==> config.mk <==
export PLATFORM = sky130hd
export DESIGN_NAME = sof_frame_sched
export DESIGN_NICKNAME = d
export VERILOG_FILES = /design/src/rtl/sof_pkg.sv /design/src/rtl/sof_bit_timer.sv /design/src/rtl/sof_frame_ctr.sv /design/src/rtl/sof_sched_fsm.sv /design/src/rtl/sof_frame_sched.sv
export SDC_FILE = /design/constraint.sdc
export NUM_CORES = 1
export LEC_CHECK = 0
export BUFFER_PORTS_ARGS = -buffer_cell sky130_fd_sc_hd__buf_2
export CORE_MARGIN = 2
export CORE_UTILIZATION = 30
export DETAILED_ROUTE_END_ITERATION = 8
export HOLD_SLACK_MARGIN = 0.08
export SETUP_SLACK_MARGIN = 0.02
export SYNTH_ARGS = -nofsm -noshare
export SYNTH_HDL_FRONTEND = slang
export SYNTH_SLANG_ARGS = --single-unit
==> constraint.sdc <==
create_clock -name clk -period 3.8 [get_ports clk]
set_input_delay 0.76 -clock clk [delete_from_list [all_inputs] [get_ports clk]]
set_output_delay 0.76 -clock clk [all_outputs]
set_load 0.1 [all_outputs]
==> src/rtl/sof_pkg.sv <==
package sof_pkg;
    localparam int FN_W = 11;

    typedef enum logic [1:0] {
        ST_IDLE  = 2'd0,
        ST_RUN   = 2'd1,
        ST_GUARD = 2'd2,
        ST_POST  = 2'd3
    } sched_state_t;
endpackage

==> src/rtl/sof_bit_timer.sv <==
module sof_bit_timer #(
    parameter int FS_BITS = 12000,
    parameter int LS_BITS = 1500,
    parameter int GUARD_W = 14
) (
    input  logic               clk,
    input  logic               rst_n,
    input  logic               reload,
    input  logic               low_speed,
    input  logic               bit_tick,
    input  logic [GUARD_W-1:0] guard_len,
    output logic               guard_hit
);
    localparam int MAXB = (FS_BITS > LS_BITS) ? FS_BITS : LS_BITS;
    localparam int RW   = $clog2(MAXB + 1);
    localparam int CW   = (RW > GUARD_W) ? RW : GUARD_W;
    localparam logic [RW-1:0] FS_LEN = RW'(FS_BITS);
    localparam logic [RW-1:0] LS_LEN = RW'(LS_BITS);

    logic [RW-1:0] remain;

    // remaining bit times until the next SOF point
    always_ff @(posedge clk or negedge rst_n) begin
        if (!rst_n) begin
            remain <= '0;
        end else if (reload) begin
            remain <= low_speed ? LS_LEN : FS_LEN;
        end else if (bit_tick && (remain != '0)) begin
            remain <= remain - 1'b1;
        end
    end

    assign guard_hit = (CW'(remain) == CW'(guard_len));
endmodule

==> src/rtl/sof_frame_ctr.sv <==
module sof_frame_ctr #(
    parameter int FN_W = 11
) (
    input  logic            clk,
    input  logic            rst_n,
    input  logic            step,
    input  logic            capture,
    input  logic            load,
    input  logic [FN_W-1:0] load_val,
    output logic [FN_W-1:0] num,
    output logic [FN_W-1:0] sent_num
);
    // frame number, natural wrap at 2**FN_W
    always_ff @(posedge clk or negedge rst_n) begin
        if (!rst_n) begin
            num <= '0;
        end else if (step) begin
            num <= num + 1'b1;
        end else if (load) begin
            num <= load_val;
        end
    end

    // number carried by the SOF being issued
    always_ff @(posedge clk or negedge rst_n) begin
        if (!rst_n) begin
            sent_num <= '0;
        end else if (capture) begin
            sent_num <= num;
        end
    end
endmodule

==> src/rtl/sof_sched_fsm.sv <==
module sof_sched_fsm
    import sof_pkg::*;
(
    input  logic clk,
    input  logic rst_n,
    input  logic frame_tick,
    input  logic tok_req,
    input  logic tx_busy,
    input  logic sw_sof_req,
    input  logic stop,
    input  logic guard_hit,
    input  logic lost_clr,
    output logic step,
    output logic capture,
    output logic sof_go,
    output logic sof_cmp,
    output logic tok_go,
    output logic frame_active,
    output logic lost_sof
);
    sched_state_t state, st_n;
    logic do_sof, do_skip, sw_src, hold;
    logic pend, pend_n, tok_go_n;

    // next state and strobes
    always_comb begin
        st_n    = state;
        do_sof  = 1'b0;
        do_skip = 1'b0;
        sw_src  = 1'b0;
        hold    = 1'b0;
        unique case (state)
            ST_IDLE: begin
                if (sw_sof_req && !stop) begin
                    do_sof = 1'b1;
                    sw_src = 1'b1;
                    hold   = 1'b1;
                    st_n   = ST_POST;
                end
            end
            ST_RUN, ST_GUARD: begin
                if (stop) begin
                    st_n = ST_IDLE;
                end else if (frame_tick) begin
                    hold = 1'b1;
                    if (tx_busy) do_skip = 1'b1;
                    else         do_sof  = 1'b1;
                    st_n = ST_POST;
                end else if ((state == ST_GUARD) || guard_hit) begin
                    hold = 1'b1;
                    st_n = ST_GUARD;
                end else begin
                    st_n = ST_RUN;
                end
            end
            ST_POST: begin
                st_n = stop ? ST_IDLE : ST_RUN;
            end
            default: st_n = ST_IDLE;
        endcase
    end

    // token path: hold or drain one token per cycle
    always_comb begin
        if (hold) begin
            tok_go_n = 1'b0;
            pend_n   = pend | tok_req;
        end else begin
            tok_go_n = pend | tok_req;
            pend_n   = pend & tok_req;
        end
    end

    assign step    = do_sof | do_skip;
    assign capture = do_sof;

    // state register
    always_ff @(posedge clk or negedge rst_n) begin
        if (!rst_n) state <= ST_IDLE;
        else        state <= st_n;
    end

    // registered outputs
    always_ff @(posedge clk or negedge rst_n) begin
        if (!rst_n) begin
            sof_go       <= 1'b0;
            sof_cmp      <= 1'b0;
            tok_go       <= 1'b0;
            pend         <= 1'b0;
            frame_active <= 1'b0;
            lost_sof     <= 1'b0;
        end else begin
            sof_go       <= do_sof;
            sof_cmp      <= do_sof & sw_src;
            tok_go       <= tok_go_n;
            pend         <= pend_n;
            frame_active <= (st_n != ST_IDLE);
            if (do_skip)       lost_sof <= 1'b1;
            else if (lost_clr) lost_sof <= 1'b0;
        end
    end
endmodule

==> src/rtl/sof_frame_sched.sv <==
module sof_frame_sched
    import sof_pkg::*;
#(
    parameter int FS_BITS = 12000,
    parameter int LS_BITS = 1500,
    parameter int GUARD_W = 14
) (
    input  logic               clk,
    input  logic               rst_n,
    input  logic               frame_tick,
    input  logic               bit_tick,
    input  logic               low_speed,
    input  logic [GUARD_W-1:0] guard_len,
    input  logic               tok_req,
    input  logic               tx_busy,
    input  logic               sw_sof_req,
    input  logic               frame_wr,
    input  logic [FN_W-1:0]    frame_wdata,
    input  logic               active_clr,
    input  logic               bus_reset,
    input  logic               suspend,
    input  logic               connected,
    input  logic               lost_clr,
    output logic               sof_go,
    output logic               sof_cmp,
    output logic [FN_W-1:0]    sof_num,
    output logic               tok_go,
    output logic               frame_active,
    output logic               lost_sof,
    output logic [FN_W-1:0]    frame_num
);
    logic stop, guard_hit, step, capture;

    assign stop = active_clr | bus_reset | suspend | ~connected;

    sof_bit_timer #(
        .FS_BITS(FS_BITS),
        .LS_BITS(LS_BITS),
        .GUARD_W(GUARD_W)
    ) u_timer (
        .clk      (clk),
        .rst_n    (rst_n),
        .reload   (step),
        .low_speed(low_speed),
        .bit_tick (bit_tick),
        .guard_len(guard_len),
        .guard_hit(guard_hit)
    );

    sof_frame_ctr #(.FN_W(FN_W)) u_ctr (
        .clk     (clk),
        .rst_n   (rst_n),
        .step    (step),
        .capture (capture),
        .load    (frame_wr),
        .load_val(frame_wdata),
        .num     (frame_num),
        .sent_num(sof_num)
    );

    sof_sched_fsm u_fsm (
        .clk         (clk),
        .rst_n       (rst_n),
        .frame_tick  (frame_tick),
        .tok_req     (tok_req),
        .tx_busy     (tx_busy),
        .sw_sof_req  (sw_sof_req),
        .stop        (stop),
        .guard_hit   (guard_hit),
        .lost_clr    (lost_clr),
        .step        (step),
        .capture     (capture),
        .sof_go      (sof_go),
        .sof_cmp     (sof_cmp),
        .tok_go      (tok_go),
        .frame_active(frame_active),
        .lost_sof    (lost_sof)
    );
endmodule

==> impl_metrics.csv, run 1 <==
group,metric,value,unit
drt,ant_nets,0,
drt,drt_wl_total,5.89,mm
placed_design,port_buffers,65,
finish,syn2layout_area_growth,21.6,%
sta,rsz0062_at_grt,"no",
run_status,status,"finished clean",
logic_synthesis,synthArstFlopShare,1.00,
logic_synthesis,synth_area,2420,µm²
sta,fin_worst_skew,0.00356,ns
logic_synthesis,yosys_most_used_dff,"dfrtp_1",
finish,post-route-util,0.379,
floorplanning,die_w,93.9,µm
pwr,power_switching_share,0.532,
pwr,power_frac_comb,0.522,
floorplanning,dieArea,8810,µm²
setup_path,reg2reg_to,"u_timer.remain[9]",
grt,grt_pass1_vias,1966,
clocking,cts_root_buf,"clkbuf_8",
job,maxCapViolCount,0,
logic_synthesis,avgSynthCellArea,10.1,µm²
pwr,switching_power,1.24,mW
pwr,p_int,1.09,mW
setup_path,required,3.99,ns
finish,final.fill_count,809,
setup_path,cp-start-kind,"input pin",
logic_synthesis,ys_seq_area_frac,0.455,
hold_path,hold_class,"reg2reg",
floorplanning,core_area,7770,µm²
pwr,clkPwrFrac,0.130,
hold_path,min_path_cells,1,
grt,antenna_found_initial,0,
drt,first_iter_violations,102,
logic_synthesis,synth-seq-cells,44,
setup_path,crit_path_end_kind,"flip-flop",
finish,final_nets,352,
drt,drtPass1Iterations,4,
sta,relSlewSlack,0.346,
floorplanning,initial_core_util,0.312,
sta,worstMarginPinSlew,0.981,ns
sta,fin_crit,2.48,ns
pwr,peakVddDrop,0.331,mV
drt,drc,0,
floorplanning,rows,32,
sta,holdWs,0.507,ns
clocking,h-tree-depth,2,
finish,final_common_cell,"buf_2",
placed_design,place_congestion,0.799,
finish,num_antenna_cells,0,
drt,wl_per_cell,14.4,µm
floorplanning,num_io_pins,66,
logic_synthesis,synth.distinct_cells,42,
logic_synthesis,synthCells,241,
clocking,clkSinkCount,44,
hold_path,min_from,"u_ctr.sent_num[8]",
hold_path,min_to,"u_ctr.sent_num[8]",
pwr,power.leakage,1.29,nW
clocking,cts_resized,0,
setup_path,ff2ff_path_depth,7,
setup_path,path_class,"in2reg",
logic_synthesis,ys_warn_count,0,
setup_path,r2r-start,"u_timer.remain[0]",
grt,grt_start_max_net_pins,45,
logic_synthesis,synthesis.nets,286,
sta,min_period_over_period,0.651,
clocking,post_cts_buffers,0,
setup_path,path_max_fanout,19,
floorplanning,die_h,93.9,µm
grt,grt_pass1_wl,9.63,mm
grt,grt_usage,0.138,
setup_path,worstPathArrival,2.66,ns
sta,setup_viol,0,
clocking,hold_buffers,0,
clocking,cts_buffers,5,
finish,drive_gt1_frac,0.302,
placed_design,place_hpwl,4.38,mm
drt,viasPerCell,5.14,
clocking,tritoncts,"done",
sta,tns,0,ns
clocking,clock_path_buffers,2,
sta,fmax,0.404,GHz
drt,via_count,2108,
pwr,power_density,790,nW/µm²
sta,hold_viol,0,
clocking,clock_latency,0.29,ns
pwr,p_seq_frac,0.348,
pwr,total_power,2.33,mW
grt,gr-total-overflow,0,
setup_path,reg2reg_slack,1.47,ns
sta,finalMaxSlewViolations,0,
finish,final_cell_mix,"buf_2, dfrtp_1, nand2_1",
clocking,clkTransAtPathRegs,0.08,ns
logic_synthesis,synth-edff-count,0,
==> synth_stat cells, drive strengths merged (6+ instances only) <==
cell	instances	share of area
dfrtp	44	0.45
xnor2	18	0.065
o221a	6	0.028
o21ai	7	0.014
nand3	8	0.017
ha	6	0.031
a21oi	17	0.035
inv	14	0.022
nand4	10	0.026
nand2	22	0.034
nor2	11	0.017
mux2	11	0.051
==> kinds of logic (layout without fill, tap and decap cells) <==
group	count (synthesis)	in the layout	synth area share
xor gates and xnor gates	22	22	0.0795
buffers and inverters	21	88	0.0341
and+or+nand+nor	81	81	0.185
muxes	14	14	0.0635
adders and majority gates	6	6	0.0310
AOI/OAI and AO/OA	53	53	0.152
DFF	44	44	0.455
==> registers in the layout, indices dropped and copies added, names as in the netlist <==
signal and count:
u_fsm.lost_sof 1, u_ctr.num 11, u_fsm.frame_active 1, u_fsm.sof_cmp 1, u_fsm.state 2, u_fsm.sof_go 1
u_fsm.pend 1, u_fsm.tok_go 1, u_ctr.sent_num 11, u_timer.remain 14
==> through the flow <==
step	cell area, µm²	setup slack (ns)	cells
after floorplan	2420	1.46	241
after global placement	2850	1.05	402
after detailed placement	2850	1.02	402
after CTS	2950	1.33	410
after global routing	2950	1.13	410
final	2950	1.32	410
==> worst max path at each step <==
stage	start	endpoint	slack, ns	cells after the start
2_1_floorplan	bus_reset	u_ctr.sent_num[5]	1.46	6
3_3_place_gp	bus_reset	u_ctr.num[3]	1.05	6
3_5_place_dp	bus_reset	u_ctr.num[3]	1.02	6
4_1_cts	bus_reset	u_ctr.num[3]	1.33	6
5_1_grt	bus_reset	u_ctr.num[6]	1.13	6
6_report	bus_reset	u_ctr.num[3]	1.32	6
==> worst max-delay path: stages <==
cell and delay, ns:
buf_2 0.11, nor4b_4 0.49, nand4_1 0.28, and2_1 0.44, or3_1 0.45, o221a_2 0.13
==> routing by layer <==
metal	routed length, µm	up-vias	GRT usage
met5	0	-	0
met4	105	0	0.0568
met3	238	8	0.0281
met2	2820	44	0.217
met1	2730	1036	0.186
li1	-	1020	-
==> power by group through the flow <==
stage	clock (mW)	combinational, mW	sequential, mW
final	0.302	1.21	0.810
after global placement	0	1.21	0.813
after CTS	0.316	1.22	0.811
after floorplan	0	0.402	1.39
after global routing	0.335	1.29	0.838
after detailed placement	0	1.22	0.819
==> final cells by class <==
type                    instances  area, µm²  area share
repair buffers                 66        333       0.113
multi-input cells             176       1240       0.421
clock inverters                 2       10.0     0.00340
inverters                      14       52.6      0.0178
flip-flops and latches         44       1100       0.374
clock buffers                   6       82.6      0.0280
well taps                     102        128      0.0433
Power figures use the tool's default switching activity.
==> inputs of run 2 (changes only) <==
--- a/config.mk
+++ b/config.mk
@@ -5,6 +5,7 @@
 export SDC_FILE = /design/constraint.sdc
 export NUM_CORES = 1
 export LEC_CHECK = 0
+export ABC_AREA = 1
 export BUFFER_PORTS_ARGS = -buffer_cell sky130_fd_sc_hd__buf_2
 export CORE_MARGIN = 2
 export CORE_UTILIZATION = 30
==> constraint.sdc (replaced) <==
create_clock -name clk -period 2.4 [get_ports clk]
set_input_delay 0.48 -clock clk [delete_from_list [all_inputs] [get_ports clk]]
set_output_delay 0.48 -clock clk [all_outputs]
set_load 0.1 [all_outputs]
==> run 2 against run 1 <==
Net effect:
- global-route usage increased by 0.18 points
- hold slack got worse by 0.40 ns
- wire length increased by 5.7%
- highest routed layer unchanged
==> impl_metrics.csv, run 2 <==
group,metric,value,unit
drt,viasPerCell,4.37,
logic_synthesis,synth_area,2670,µm²
pwr,switching_power,2.03,mW
clocking,clkTransAtPathRegs,0.08,ns
setup_path,required,2.63,ns
drt,ant_nets,0,
floorplanning,initial_core_util,0.307,
run_status,status,"finished clean",
logic_synthesis,yosys_most_used_dff,"dfrtp_1",
finish,reg_top3,"u_timer.remain: 14 flops, u_ctr.num: 11 flops, u_ctr.sent_num: 11 flops",
placed_design,place_hpwl,4.97,mm
drt,drc,0,
pwr,peakVddDrop,0.524,mV
placed_design,pre_cts_ws,0.256,ns
logic_synthesis,ys_seq_area_frac,0.413,
setup_path,path_buf_inv,3,
drt,first_iter_violations,64,
setup_path,worstPathArrival,2.27,ns
placed_design,port_buffers,65,
grt,grt_pass1_vias,2521,
logic_synthesis,synthArstFlopShare,1.00,
pwr,power_density,1180,nW/µm²
pwr,power_switching_share,0.534,
logic_synthesis,ys_warn_count,0,
grt,gr-total-overflow,0,
finish,final_common_cell,"nand2_1",
pwr,p_seq_frac,0.316,
finish,final_nets,471,
drt,drt_wl_total,6.23,mm
drt,wl_per_cell,11.6,µm
grt,grt_start_max_net_pins,20,
logic_synthesis,synthesis.nets,400,
job,maxCapViolCount,0,
sta,rsz0062_at_grt,"no",
logic_synthesis,yosys.cell_count.top_type,"nand2_1",
setup_path,slowest_stage,"dfrtp_1",
finish,largest_reg_flops,14,
floorplanning,dieArea,9660,µm²
setup_path,cp-startpoint,"u_fsm.state[1]",
logic_synthesis,synth_area_leaders,"dfrtp_1, nand2_1, inv_1, nor2_1, nand3_1",
sta,worstMarginPinSlew,0.519,ns
finish,final_cell_mix,"nand2_1, buf_2, inv_1",
sta,tns,0,ns
pwr,p_int,1.77,mW
finish,post-route-util,0.372,
pwr,clkPwrFrac,0.149,
logic_synthesis,synth-edff-count,0,
floorplanning,num_io_pins,66,
sta,fin_crit,2.04,ns
drt,via_count,2338,
clocking,clkSinkCount,44,
sta,fmax,0.491,GHz
pwr,total_power,3.81,mW
drt,routed.top_layer,"met4",
logic_synthesis,synthCells,355,
finish,regMostFlops,"u_timer.remain",
sta,hold_viol,0,
clocking,cts_root_buf,"clkbuf_8",
finish,syn2layout_area_growth,20.9,%
clocking,h-tree-depth,2,
finish,drive_gt1_frac,0.241,
finish,final.fill_count,957,
clocking,tritoncts,"done",
logic_synthesis,synth.distinct_cells,33,
setup_path,path_class,"reg2reg",
sta,min_period_over_period,0.848,
setup_path,reg2reg_slack,0.36,ns
setup_path,cp-start-kind,"flip-flop",
clocking,cts_buffers,5,
sta,finalMaxSlewViolations,0,
drt,drtPass1Iterations,4,
pwr,power_frac_comb,0.535,
pwr,power.leakage,1.79,nW
setup_path,path_max_fanout,12,
floorplanning,core_area,8680,µm²
hold_path,hold_class,"in2async",
logic_synthesis,synth_top_area_frac,0.413,
setup_path,crit_path_end_kind,"flip-flop",
grt,grt_pass1_wl,11.2,mm
logic_synthesis,synth_common_cells,"nand2_1, inv_1, dfrtp_1, nor2_1, nand3_1",
sta,holdWs,0.112,ns
setup_path,r2r-start,"u_fsm.state[1]",
logic_synthesis,avgSynthCellArea,7.51,µm²
sta,setup_ws,0.364,ns
grt,grt_usage,0.140,
clocking,post_cts_buffers,0,
placed_design,place_congestion,0.794,
logic_synthesis,synth-seq-cells,44,
drt,routedLengthMet1,2.90,mm
logic_synthesis,synth_largest_area_cell,"dfrtp_1",
setup_path,crit_path_max_incr_delay,0.38,ns
floorplanning,die_w,98.3,µm
drt,dr_wl_met3,295,µm
clocking,clock_latency,0.30,ns
setup_path,path_cells,"inv_1, ha_1, inv_1, nor2_2, nand4_2, nand3_4, buf_4, nor2_8, a21oi_2, nand2_1, nand2_1",
sta,relSlewSlack,0.652,
floorplanning,die_h,98.3,µm
floorplanning,rows,34,
clocking,clock_path_buffers,2,
grt,antenna_found_initial,0,
finish,num_antenna_cells,0,
sta,setup_viol,0,
setup_path,critPathTopFamily,"simple AND/OR/NAND/NOR gates",
sta,fin_worst_skew,0.00996,ns
drt,wl_met2,3.00,mm
==> run 2: cell types whose count changed in the layout (fill, tap and decap cells not counted), moves of 6 or more <==
cell	before	now
o211ai_1	0	7
mux2_2	11	5
o221a_2	6	0
nand3_1	8	17
nand2_1	22	117
inv_1	14	55
nand4_1	10	2
xnor2_1	18	6
nor2_1	11	29
==> run 2: path summary, 6_finish.rpt <==
| check | end | depth (start not counted) |
|---|---|---|
| max | u_timer.remain[3] | 11 |
| min reg2reg | u_fsm.pend | 2 |
| min in group clk | u_fsm.lost_sof | 2 |
| max reg2reg | u_timer.remain[3] | 11 |
| min | u_fsm.lost_sof | 1 |
| max in group asynchronous | u_timer.remain[3] | 2 |
==> run 2: what timing repair did <==
item,CTS,global route
hold endpoints to repair,0,0
setup endpoints to repair,0,1
resized for setup,0,1
hold buffers,0,0
==> run 2: routing by layer <==
metal  track usage  up-vias
met5             0        -
met1         0.173     1048
li1              -     1245
met4        0.0253        0
met2         0.249       40
met3        0.0358        5
==> run 2: power by group through the flow <==
stage / clock network (mW) / registers (mW) / logic, mW
2_1_floorplan: 0 / 2.13 / 0.759
3_3_place_gp: 0 / 1.21 / 2.03
3_5_place_dp: 0 / 1.22 / 2.05
4_1_cts: 0.583 / 1.21 / 2.05
5_1_grt: 0.616 / 1.25 / 2.23
6_report: 0.566 / 1.20 / 2.04
==> run 2: per-stage QoR <==
stage               cells  instance area [µm²]
finish                535                 3230
global route          535                 3230
CTS                   535                 3220
global placement      527                 3120
floorplan             355                 2670
detailed placement    527                 3120
==> run 2: cell type report <==
cell class              instances  area [µm²]  share of cell area
multi-input cells             249        1310               0.407
inverters                      58         223              0.0690
repair buffers                 68         348               0.108
clock inverters                 2        35.0              0.0109
flip-flops and latches         44        1100               0.341
well taps                     108         135              0.0419
clock buffers                   6        72.6              0.0225
==> run 2: cells by family after synthesis <==
kind of cell    synth area share
mux                       0.0211
compound gates            0.0783
buf+inv                   0.0966
xor+xnor                  0.0394
fa+ha+maj                 0.0281
simple gates               0.324
flops                      0.413
==> inputs of run 3 (changes only) <==
==> constraint.sdc (replaced) <==
create_clock -name clk -period 1.7 [get_ports clk]
set_input_delay 0.34 -clock clk [delete_from_list [all_inputs] [get_ports clk]]
set_output_delay 0.34 -clock clk [all_outputs]
set_load 0.1 [all_outputs]
==> run 3 against run 2 <==
Net effect:
- utilization grew 6.4 points
- clock skew decreased by 0.0019 ns
- largest cell class unchanged
- sequential share of layout area fell by 4.4 points
- critical path depth unchanged
- non-clock buffer count increased by 44
- die area unchanged
- global-route usage increased by 0.92 points
- largest power group unchanged
==> impl_metrics.csv, run 3 (synthesized netlist as in run 2, its figures left out) <==
group,metric,value,unit
setup_path,path_max_fanout,6,
finish,drive_gt1_frac,0.384,
grt,grt_usage,0.149,
pwr,p_seq_frac,0.287,
grt,gr-total-overflow,0,
finish,final_cell_mix,"nand2_1, buf_2, inv_1",
grt,grt_start_max_net_pins,45,
sta,rsz0062_at_grt,"yes",
finish,num_antenna_cells,0,
floorplanning,num_io_pins,66,
grt,grt_pass1_wl,11.9,mm
finish,largest_reg_flops,14,
finish,regArea,1120,µm²
drt,first_iter_violations,88,
finish,final_common_cell,"nand2_1",
placed_design,port_buffers,65,
hold_path,min_path_cells,2,
drt,wl_per_cell,12.0,µm
pwr,power_frac_comb,0.577,
clocking,tritoncts,"done",
drt,drc,0,
sta,holdWs,0.214,ns
finish,final.fill_count,901,
job,maxCapViolCount,0,
placed_design,place_hpwl,5.28,mm
finish,multi_input_area,1470,µm²
finish,regMostFlops,"u_timer.remain",
drt,drt_wl_total,6.93,mm
finish,final_nets,515,
floorplanning,die_h,98.3,µm
finish,reg_top3,"u_timer.remain: 14 flops, u_ctr.num: 11 flops, u_ctr.sent_num: 11 flops",
floorplanning,die_w,98.3,µm
hold_path,min_to,"u_fsm.lost_sof",
floorplanning,initial_core_util,0.307,
pwr,peakVddDrop,0.705,mV
floorplanning,core_area,8680,µm²
setup_path,reg2reg_to,"u_timer.remain[11]",
drt,viasPerCell,4.48,
sta,fmax,0.589,GHz
hold_path,hold_class,"in2reg",
pwr,power_switching_share,0.519,
pwr,switching_power,3.09,mW
clocking,cts_root_buf,"clkbuf_8",
pwr,total_power,5.94,mW
clocking,clock_latency,0.30,ns
floorplanning,dieArea,9660,µm²
setup_path,r2r-start,"u_timer.remain[1]",
sta,setup_ws,0.00361,ns
drt,via_count,2595,
setup_path,path_class,"reg2reg",
clocking,clkSinkCount,44,
setup_path,ff2ff_path_depth,11,
sta,fin_crit,1.70,ns
sta,setup_viol,0,
clocking,h-tree-depth,2,
setup_path,reg2reg_slack,0.004,ns
setup_path,required,1.94,ns
sta,fin_worst_skew,0.00811,ns
pwr,power_density,1570,nW/µm²
placed_design,pre_cts_ws,-0.122,ns
clocking,cts_buffers,5,
hold_path,min_from,"lost_clr",
placed_design,place_congestion,0.851,
setup_path,cp-start-kind,"flip-flop",
sta,relSlewSlack,0.674,
sta,min_period_over_period,0.998,
sta,finalMaxSlewViolations,0,
sta,worstMarginPinSlew,0.492,ns
grt,antenna_found_initial,0,
drt,drtPass1Iterations,4,
run_status,status,"finished clean",
finish,syn2layout_area_growth,41.6,%
pwr,clkPwrFrac,0.135,
setup_path,worstPathArrival,1.93,ns
drt,ant_nets,0,
sta,hold_viol,0,
pwr,p_int,2.86,mW
grt,grt_pass1_vias,2569,
clocking,clock_path_buffers,2,
setup_path,crit_path_end_kind,"flip-flop",
pwr,power.leakage,2.02,nW
floorplanning,rows,34,
clocking,clkTransAtPathRegs,0.09,ns
run 3: cell count changes in the layout (fill, tap and decap cells not counted), moves of 4 or more:
cell / delta
nor3_1: -4
dfrtp_1: -9
buf_6: +5
ha_1: -4
dfrtp_2: +4
buf_4: +36
inv_2: +6
nand2_2: +4
nor3_2: +4
nor2_1: -5
dfrtp_4: +5
inv_1: -6
nand2_1: -6
run 3: metrics by stage:
stage	TNS (ns)	utilization	instances	cell area [µm²]
after floorplan	-0.0286	-	355	2720
after global placement	-0.497	0.392	556	3400
after detailed placement	-1.40	0.392	556	3400
after CTS	0	0.419	571	3630
after global routing	-1.59	0.435	579	3780
final	0	0.435	579	3780
run 3: power by group through the flow:
stage	sequential, mW	clock [mW]	combinational [mW]
2_1_floorplan	3.03	0	1.10
3_3_place_gp	1.71	0	3.15
3_5_place_dp	1.72	0	3.20
4_1_cts	1.70	0.836	3.35
5_1_grt	1.77	0.877	3.71
6_report	1.71	0.805	3.43
run 3: worst max path at each step:
| stage | from | to | slack (ns) | cells past startpoint |
|---|---|---|---|---|
| 2_1_floorplan | u_ctr.num[9] | u_ctr.num[10] | -0.03 | 5 |
| 3_3_place_gp | u_fsm.state[0] | u_timer.remain[4] | -0.05 | 11 |
| 3_5_place_dp | u_fsm.state[0] | u_ctr.num[3] | -0.12 | 9 |
| 4_1_cts | u_timer.remain[0] | u_timer.remain[8] | 0.007 | 11 |
| 5_1_grt | u_timer.remain[1] | u_timer.remain[4] | -0.12 | 11 |
| 6_report | u_timer.remain[1] | u_timer.remain[11] | 0.004 | 11 |
run 3: layer usage:
layer	track usage	wire, µm	share of wire
met5	0	0	0
met4	0.0316	86	0.012
met3	0.0336	301	0.043
met2	0.249	3320	0.48
met1	0.200	3230	0.47
run 3: critical path, cell delays in order (launching register included):
cell and delay [ns]:
dfrtp_1 0.40, inv_2 0.09, ha_4 0.15, nand3_4 0.09
nor2_4 0.13, nand2_4 0.07, o21ai_4 0.22, inv_4 0.09
nor2_8 0.16, buf_4 0.13, nand2_1 0.04, nand2_1 0.05
run 3: area by class of cell:
type,instances,share of cell area
clock buffers,6,0.0192
clock inverters,2,0.00927
inverters,58,0.0590
multi-input cells,249,0.389
flip-flops and latches,44,0.298
well taps,108,0.0358
repair buffers,112,0.190
run 3: repair_timing:
action                                  CTS  global route
gates resized for setup                  19            24
endpoints found under the hold margin    44             0
endpoints found under the setup margin   29            31
hold buffers                              1             0
pin swaps                                 9            13
setup buffers                             6             8
